### src/rtl/walker_pkg.sv
package walker_pkg;

  typedef enum logic {
    PF_IDLE = 1'b0,
    PF_WAIT = 1'b1
  } pf_state_t;

  function automatic logic [3:0] ring_step(input logic [3:0] cur, input logic toward_top);
    if (toward_top) ring_step = {cur[2:0], cur[3]};
    else            ring_step = {cur[0], cur[3:1]};
  endfunction

endpackage

### src/rtl/step_timer.sv
module step_timer #(
  parameter int INSN_DIV = 4,
  parameter int PRESCALE = 256,
  parameter int TMR_W    = 8
) (
  input  logic clk,
  input  logic rst_n,
  output logic insn_ce,
  output logic step_tick
);
  localparam int DIV_W = (INSN_DIV > 1) ? $clog2(INSN_DIV) : 1;
  localparam int PRE_W = (PRESCALE > 1) ? $clog2(PRESCALE) : 1;
  localparam logic [DIV_W-1:0] DIV_LAST = DIV_W'(INSN_DIV - 1);
  localparam logic [PRE_W-1:0] PRE_LAST = PRE_W'(PRESCALE - 1);

  logic [DIV_W-1:0] div_q, div_d;
  logic [PRE_W-1:0] pre_q, pre_d;
  logic [TMR_W-1:0] tmr_q, tmr_d;
  logic             pre_tick;

  always_comb begin
    insn_ce   = (div_q == DIV_LAST);
    pre_tick  = insn_ce && (pre_q == PRE_LAST);
    step_tick = pre_tick && (&tmr_q);
    div_d     = insn_ce ? '0 : div_q + 1'b1;
    pre_d     = pre_q;
    if (insn_ce) pre_d = (pre_q == PRE_LAST) ? '0 : pre_q + 1'b1;
    tmr_d     = pre_tick ? tmr_q + 1'b1 : tmr_q;
  end

  always_ff @(posedge clk or negedge rst_n) begin
    if (!rst_n) begin
      div_q <= '0;
      pre_q <= '0;
      tmr_q <= '0;
    end else begin
      div_q <= div_d;
      pre_q <= pre_d;
      tmr_q <= tmr_d;
    end
  end
endmodule

### src/rtl/press_filter.sv
module press_filter
  import walker_pkg::*;
#(
  parameter int DB_WAIT = 625
) (
  input  logic clk,
  input  logic rst_n,
  input  logic insn_ce,
  input  logic sw_n,
  output logic sw_lvl,
  output logic flip
);
  localparam int CNT_W = $clog2(DB_WAIT + 1);
  localparam logic [CNT_W-1:0] LOAD = CNT_W'(DB_WAIT);

  logic              meta_q, sync_q, prev_q;
  pf_state_t         st_q, st_d;
  logic [CNT_W-1:0]  cnt_q, cnt_d;
  logic              fall;

  assign sw_lvl = sync_q;

  always_comb begin
    fall  = prev_q && !sync_q;
    st_d  = st_q;
    cnt_d = cnt_q;
    flip  = 1'b0;
    case (st_q)
      PF_IDLE: if (fall) begin
        st_d  = PF_WAIT;
        cnt_d = LOAD;
      end
      PF_WAIT: if (insn_ce) begin
        if (cnt_q <= 1) begin
          st_d = PF_IDLE;
          flip = !sync_q;
        end else begin
          cnt_d = cnt_q - 1'b1;
        end
      end
      default: st_d = PF_IDLE;
    endcase
  end

  always_ff @(posedge clk or negedge rst_n) begin
    if (!rst_n) begin
      meta_q <= 1'b1;
      sync_q <= 1'b1;
      prev_q <= 1'b1;
      st_q   <= PF_IDLE;
      cnt_q  <= '0;
    end else begin
      meta_q <= sw_n;
      sync_q <= meta_q;
      prev_q <= sync_q;
      st_q   <= st_d;
      cnt_q  <= cnt_d;
    end
  end
endmodule

### src/rtl/led_ring.sv
module led_ring
  import walker_pkg::*;
(
  input  logic       clk,
  input  logic       rst_n,
  input  logic       step,
  input  logic       flip,
  output logic [3:0] led,
  output logic       dir_left
);
  logic [3:0] led_d;
  logic       dir_d;

  always_comb begin
    led_d = step ? ring_step(led, dir_left) : led;
    dir_d = flip ? !dir_left : dir_left;
  end

  always_ff @(posedge clk or negedge rst_n) begin
    if (!rst_n) begin
      led      <= 4'b1000;
      dir_left <= 1'b0;
    end else begin
      led      <= led_d;
      dir_left <= dir_d;
    end
  end
endmodule

### src/rtl/led_walker.sv
module led_walker #(
  parameter int INSN_DIV = 4,
  parameter int PRESCALE = 256,
  parameter int TMR_W    = 8,
  parameter int DB_WAIT  = 625
) (
  input  logic       clk,
  input  logic       rst_n,
  input  logic       sw_n,
  output logic [3:0] led,
  output logic       dir_left
);
  logic insn_ce;
  logic step_tick;
  logic sw_lvl;
  logic flip;

  step_timer #(.INSN_DIV(INSN_DIV), .PRESCALE(PRESCALE), .TMR_W(TMR_W)) u_timer (
    .clk(clk), .rst_n(rst_n), .insn_ce(insn_ce), .step_tick(step_tick)
  );

  press_filter #(.DB_WAIT(DB_WAIT)) u_press (
    .clk(clk), .rst_n(rst_n), .insn_ce(insn_ce), .sw_n(sw_n),
    .sw_lvl(sw_lvl), .flip(flip)
  );

  led_ring u_ring (
    .clk(clk), .rst_n(rst_n), .step(step_tick), .flip(flip),
    .led(led), .dir_left(dir_left)
  );
endmodule

### config.mk
export PLATFORM = sky130hd
export DESIGN_NAME = led_walker
export DESIGN_NICKNAME = d
export VERILOG_FILES = /design/src/rtl/walker_pkg.sv /design/src/rtl/step_timer.sv /design/src/rtl/press_filter.sv /design/src/rtl/led_ring.sv /design/src/rtl/led_walker.sv
export SDC_FILE = /design/constraint.sdc
export NUM_CORES = 1
export LEC_CHECK = 0
export BUFFER_PORTS_ARGS = -buffer_cell sky130_fd_sc_hd__buf_2
export CORE_ASPECT_RATIO = 1.25
export CORE_MARGIN = 2
export CORE_UTILIZATION = 35
export CTS_CLUSTER_DIAMETER = 30
export DETAILED_ROUTE_END_ITERATION = 6
export PLACE_DENSITY = 0.49
export SLEW_MARGIN = 25
export SYNTH_ARGS = -nofsm -noshare
export SYNTH_HDL_FRONTEND = slang
export SYNTH_SLANG_ARGS = --single-unit
export TNS_END_PERCENT = 20
### constraint.sdc
create_clock -name clk -period 1.9 [get_ports clk]
set_input_delay 0.19 -clock clk [delete_from_list [all_inputs] [get_ports clk]]
set_output_delay 0.19 -clock clk [all_outputs]
set_load 0.01 [all_outputs]
==> results of run 1 <==
## flip-flops by register name (all words and copies together) (netlist names)
name	cells
u_timer.div_q	2
u_press.meta_q	1
u_ring.dir_left	1
u_press.sw_lvl	1
u_press.prev_q	1
u_press.st_q	1
u_timer.tmr_q	8
u_press.cnt_q	10
u_timer.pre_q	8
u_ring.led	4
## layout make-up
cell class	instances	share of cell area [%]
clock buffer	6	3.94
multi-input combinational	109	39.5
sequential	37	44.4
clock inverter	2	0.656
tap	62	3.70
timing repair buffer	21	7.10
inverter	4	0.716
## layer usage
layer  vias to the layer above  wire length, um  global-route usage [%]
met5                         -                0                       0
met1                       614             1450                    15.9
met2                         8             1760                    22.7
met3                         5               57                    2.83
met4                         0               25                    5.01
li1                        605                -                       -
## timing repair
item	CTS	global route
hold endpoints to repair	19	0
hold buffers	2	0
gates resized for setup	0	5
endpoints found under the setup margin	0	7
## worst paths after layout
kind	to	slack [ps]	start	cells after the start
setup / recovery	u_ring.dir_left	70	u_press.cnt_q[6]	5
hold / removal	u_press.sw_lvl	360	u_press.meta_q	0
setup reg to reg	u_ring.dir_left	70	u_press.cnt_q[6]	5
hold reg to reg	u_press.sw_lvl	360	u_press.meta_q	0
max in group asynchronous	u_timer.tmr_q[4]	950	rst_n	3
min in group asynchronous	u_press.cnt_q[3]	420	rst_n	2
## cell families after synthesis
logic type	count (synthesis)	share of synthesized area, %
multiplexers	13	8.04
AND/OR/NAND/NOR	57	19.3
buffers and inverters	7	2.04
flip-flops	37	52.5
XOR/XNOR	13	6.42
adder cells (fa/ha/maj)	5	3.53
AO/OA/AOI/OAI	21	8.25
## critical path: cells and delay by family (launching register included)
kind                   cells  cell delay [ps]
buffers and inverters      1              200
XOR/XNOR                   1              130
AND/OR/NAND/NOR            3              960
flip-flops                 1              420
## report_power, final
group / internal [W] / switching [W] / leakage, nW
registers: 0.000898 / 0.000116 / 0.463
logic: 0.000212 / 0.000231 / 0.421
clock network: 0.000294 / 0.000275 / 0.0512
total: 0.00140 / 0.000622 / 0.936
## Yosys cell counts, drive strengths merged, types with 5 or more instances
cell type / count
nand3: 7
and3: 5
ha: 5
nor2: 10
nand4: 5
nand2: 8
mux2: 10
xnor2: 9
dfrtp: 33
## placed cells by master, fill, tap and decap left out, types with 5 or more instances in the layout
| master | n |
|---|---|
| nand3_1 | 6 |
| buf_4 | 11 |
| buf_2 | 7 |
| mux2_2 | 10 |
| clkbuf_8 | 6 |
| nand4_1 | 5 |
| and3_1 | 5 |
| nand2_1 | 8 |
| nor2_1 | 10 |
| xnor2_1 | 9 |
| ha_1 | 5 |
| dfrtp_1 | 33 |
## through the flow
stage          TNS, ps  power (W)
2_1_floorplan        0    0.00131
3_3_place_gp         0    0.00144
3_5_place_dp         0    0.00145
4_1_cts              0    0.00205
5_1_grt          -14.8    0.00218
6_report             0    0.00203
==> run_results.csv, run 1 <==
group,metric,value,unit
run_status,status,"finished clean",
global_route,grt_overflow,0,
synthesis,yosysWarningCount,0,
synthesis,syn_area_per_cell,11.6,um^2
clocking,path_clk_slew,80,ps
finish,area_growth,18.3,%
clocking,clock_path_buffers,2,
synthesis,synth_nets,161,
synthesis,yosys.cell_types.count,42,
synthesis,synthArstFlopShare,100,%
synthesis,yosys.area.top_type,"dfrtp_1",
die,die_x,67.7,um
synthesis,ys.flop_type,"dfrtp_1",
routing,wire_per_inst,13.7,um
finish,drive_above_1_share,29.6,%
global_route,grt_start_max_net_pins,25,
setup_path,start_kind,"register",
worst_hold_path,hold_path_class,"reg -> reg",
routing,num_vias,1232,
sta,finClkSkew,7.44,ps
synthesis,yosysTopAreaCellShare,46.5,%
sta,worst_slack,73.3,ps
synthesis,synth_cells,153,
finish,final_nets,186,
setup_path,slowest_stage,"or4_4",
place,gp_congestion,0.701,
global_route,grt_pass1_wl,5750,um
sta,worstMarginPinSlew,549,ps
setup_path,endpoint_kind,"register",
clocking,cts_tree,"built",
setup_path,cp_cell_sequence,"or4_4 -> nor4_4 -> buf_4 -> nand3_2 -> xnor2_1",
die,die_y,83.6,um
die,io_pins,8,
global_route,grt_antenna_before_repair,0,
die,start_util,35.7,%
routing,drc_errors,0,
setup_path,path_max_fanout,9,
sta,hold_ws,359,ps
synthesis,syn-cell-area,1770,um^2
sta,slew_violations,0,
finish,diodes,0,
routing,vias_per_cell,5.11,
clocking,postCtsSetupBuffers,0,
routing,drt_wl_total,3290,um
finish,fin_area,2100,um^2
setup_path,arrival,1990,ps
place,place_inst,231,
place,portBuffers,7,
place,dp_hpwl,2420,um
clocking,clock_latency,280,ps
place,dpl_cell_area,1960,um^2
finish,nFillCells,487,
die,dieArea,5660,um^2
synthesis,ys_ff_latch,37,
global_route,grt_pass1_vias,1299,
clocking,clockRootBuffer,"clkbuf_8",
finish,multi_input_area,830,um^2
setup_path,cpPeakStageDelay,590,ps
routing,drtAntennaViolNets,0,
finish,final_cell_count_no_fill,241,
die,rows,29,
place,dp_slack,40.8,ps
global_route,grt_usage,13.3,%
sta,max-slew-margin-rel,63.4,%
setup_path,cp_data_required_time,2070,ps
routing,drtIter0Drc,44,
job,maxCapViolCount,0,
pwr,ir_worst_vdd,0.000442,V
setup_path,crit_type,"reg -> reg",
pwr,static-leakage-power,0.936,nW
sta,period_needed,1830,ps
clocking,cts.htree.levels,2,
finish,regArea,931,um^2
pwr,power.density,966,nW/um^2
synthesis,synth_edf_count,0,
routing,drt_pass1_iterations,4,
sta,fmax,547,MHz
clocking,numCtsBuffers,5,
finish,utilization,42.2,%
sta,hold_viol_final,0,
synthesis,synth_area_leaders,"dfrtp_1 47%, mux2_2 6.3%, dfstp_2 5.9%, xnor2_1 4.4%, ha_1 3.5%",
die,fp.coreArea,4970,um^2
clocking,cts.sinks,37,
sta,setup_viol,0,
synthesis,synth_seq_area_share,52.5,%
sta,finalCritPeriodShare,96.1,%
Note: power is estimated with default switching activity, not from simulation.
==> run 2: changes to the inputs <==
- CORE_UTILIZATION: 35 -> 60
- CTS_BUF_LIST: unset -> sky130_fd_sc_hd__clkbuf_16
- PLACE_DENSITY: 0.49 -> 0.75
- clock period: 1.9 -> 2.1 ns (I/O delays scaled with it)
==> run 2 against run 1 <==
  * Critical path depth shrank 1
  * Flip-flop and latch count is the same
  * Largest cell class unchanged
  * Cell count down 15%
  * Setup slack improved by 140 ps
  * Final area fell by 4.1%
  * Critical path type unchanged
  * Via count decreased by 2.1%
  * Worst hold slack got worse by 350 ps
  * Global-route usage increased by 8.0 points
  * Highest routed layer unchanged
  * Register-to-register slack improved by 140 ps
  * Routed wire length is 10% lower
==> run_results.csv, run 2 (synthesis gave the netlist of run 1 again) <==
group,metric,value,unit
die,die_x,52.6,um
setup_path,reg2reg_slack,210,ps
finish,largest_reg_flops,10,
die,start_util,61.4,%
sta,worstMarginPinSlew,792,ps
pwr,power.density,986,nW/um^2
pwr,p_seq_share,46.6,%
run_status,status,"finished clean",
routing,drt_pass1_iterations,4,
finish,final_cell_count_no_fill,206,
pwr,static-leakage-power,0.912,nW
setup_path,arrival,2050,ps
place,place_inst,198,
routing,wire_per_inst,14.3,um
clocking,postCtsSetupBuffers,0,
die,dieArea,3410,um^2
clocking,ctsHoldBuffers,0,
clocking,cts.htree.levels,2,
clocking,clock_latency,280,ps
place,gp_congestion,0.736,
routing,num_vias,1206,
clocking,clockRootBuffer,"clkbuf_16",
finish,diodes,0,
setup_path,start_kind,"register",
sta,rsz0062_at_grt,"no",
die,rows,22,
routing,drc_errors,0,
finish,regArea,931,um^2
global_route,grt_usage,21.3,%
pwr,pwr-share-clk,35.9,%
finish,nFillCells,213,
global_route,grt_antenna_before_repair,0,
setup_path,path_max_fanout,9,
die,fp.coreArea,2890,um^2
routing,vias_per_cell,5.85,
pwr,p_int,0.00141,W
routing,drtAntennaViolNets,0,
clocking,cts.sinks,37,
finish,final_nets,177,
sta,period_needed,1890,ps
place,portBuffers,7,
finish,final_common_cell,"dfrtp_1",
sta,finClkSkew,3.86,ps
sta,hold_viol_final,0,
clocking,cts_resized,0,
die,io_pins,8,
sta,max-slew-margin-rel,47.2,%
finish,top_regs,"u_press.cnt_q (10), u_timer.pre_q (8), u_timer.tmr_q (8)",
sta,hold_ws,12.3,ps
routing,drtIter0Drc,42,
routing,drt_wl_total,2950,um
pwr,pwr-share-comb,17.5,%
global_route,grt_pass1_wl,5280,um
sta,setup_viol,0,
clocking,path_clk_slew,60,ps
finish,drive_above_1_share,24.1,%
pwr,ir_worst_vdd,0.000707,V
sta,fmax,530,MHz
die,die_y,64.8,um
setup_path,endpoint_kind,"register",
global_route,grt_start_max_net_pins,38,
place,dp_hpwl,2100,um
pwr,switching_power,0.000574,W
finish,multi_input_area,807,um^2
job,maxCapViolCount,0,
sta,slew_violations,0,
global_route,grt_overflow,0,
sta,finalCritPeriodShare,89.8,%
setup_path,crit_type,"reg -> reg",
global_route,grt_pass1_vias,1202,
pwr,power_switching_share,28.9,%
sta,setup-tns-final,0,ps
clocking,numCtsBuffers,5,
finish,area_growth,13.5,%
setup_path,cp_data_required_time,2260,ps
clocking,clock_path_buffers,2,
finish,layout_common_cells,"33 x dfrtp_1, 10 x nor2_1, 10 x mux2_2",
clocking,cts_tree,"built",
finish,top_register,"u_press.cnt_q",
worst_hold_path,hold_path_class,"in -> async",
[run 2: final timing paths]
path                             startpoint               end  cells after the start
max                        u_press.cnt_q[6]   u_ring.dir_left                      4
min                                   rst_n  u_press.cnt_q[8]                      1
max reg2reg                u_press.cnt_q[6]   u_ring.dir_left                      4
min reg2reg                  u_press.meta_q    u_press.sw_lvl                      0
max in group asynchronous             rst_n  u_timer.tmr_q[5]                      1
min in group clk                       sw_n    u_press.meta_q                      1
[run 2: critical path: stages (launching register included)]
cell     delay [ps]
dfrtp_1         410
or4_4           580
nor4_4          520
nand3_2         130
xnor2_1         130
[run 2: per-stage QoR]
step / setup slack, ps / instance area, um^2 / power, W / util [%]
after detailed placement: 221 / 1870 / 0.00128 / 64.7
after global placement: 255 / 1870 / 0.00125 / 64.7
final: 214 / 2010 / 0.00198 / 69.7
after global routing: 75.0 / 2010 / 0.00209 / 69.7
after floorplan: 257 / 1770 / 0.00118 / -
after CTS: 212 / 2010 / 0.00200 / 69.7
[run 2: power groups by stage]
| stage | Combinational, W | Clock [W] | Sequential [W] |
|---|---|---|---|
| detailed placement | 0.000347 | 0 | 0.000935 |
| floorplan | 0.000278 | 0 | 0.000904 |
| global placement | 0.000330 | 0 | 0.000924 |
| global route | 0.000390 | 0.000766 | 0.000938 |
| finish | 0.000347 | 0.000713 | 0.000925 |
| CTS | 0.000349 | 0.000728 | 0.000923 |
[run 2: layout make-up]
type / instances / share of cell area [%]
multi-input cells: 109 / 40.1
clock buffers: 5 / 6.22
flip-flops and latches: 37 / 46.2
repair buffers: 12 / 3.60
inverters: 4 / 0.746
well taps: 36 / 2.24
clock inverters: 3 / 0.870
[run 2: routing by layer]
metal	share of wire, %	vias to the layer above	track usage (%)
li1	-	588	-
met1	45	599	26.5
met2	50	13	33.4
met3	2.6	6	6.91
met4	2.4	0	9.62
met5	0	-	0
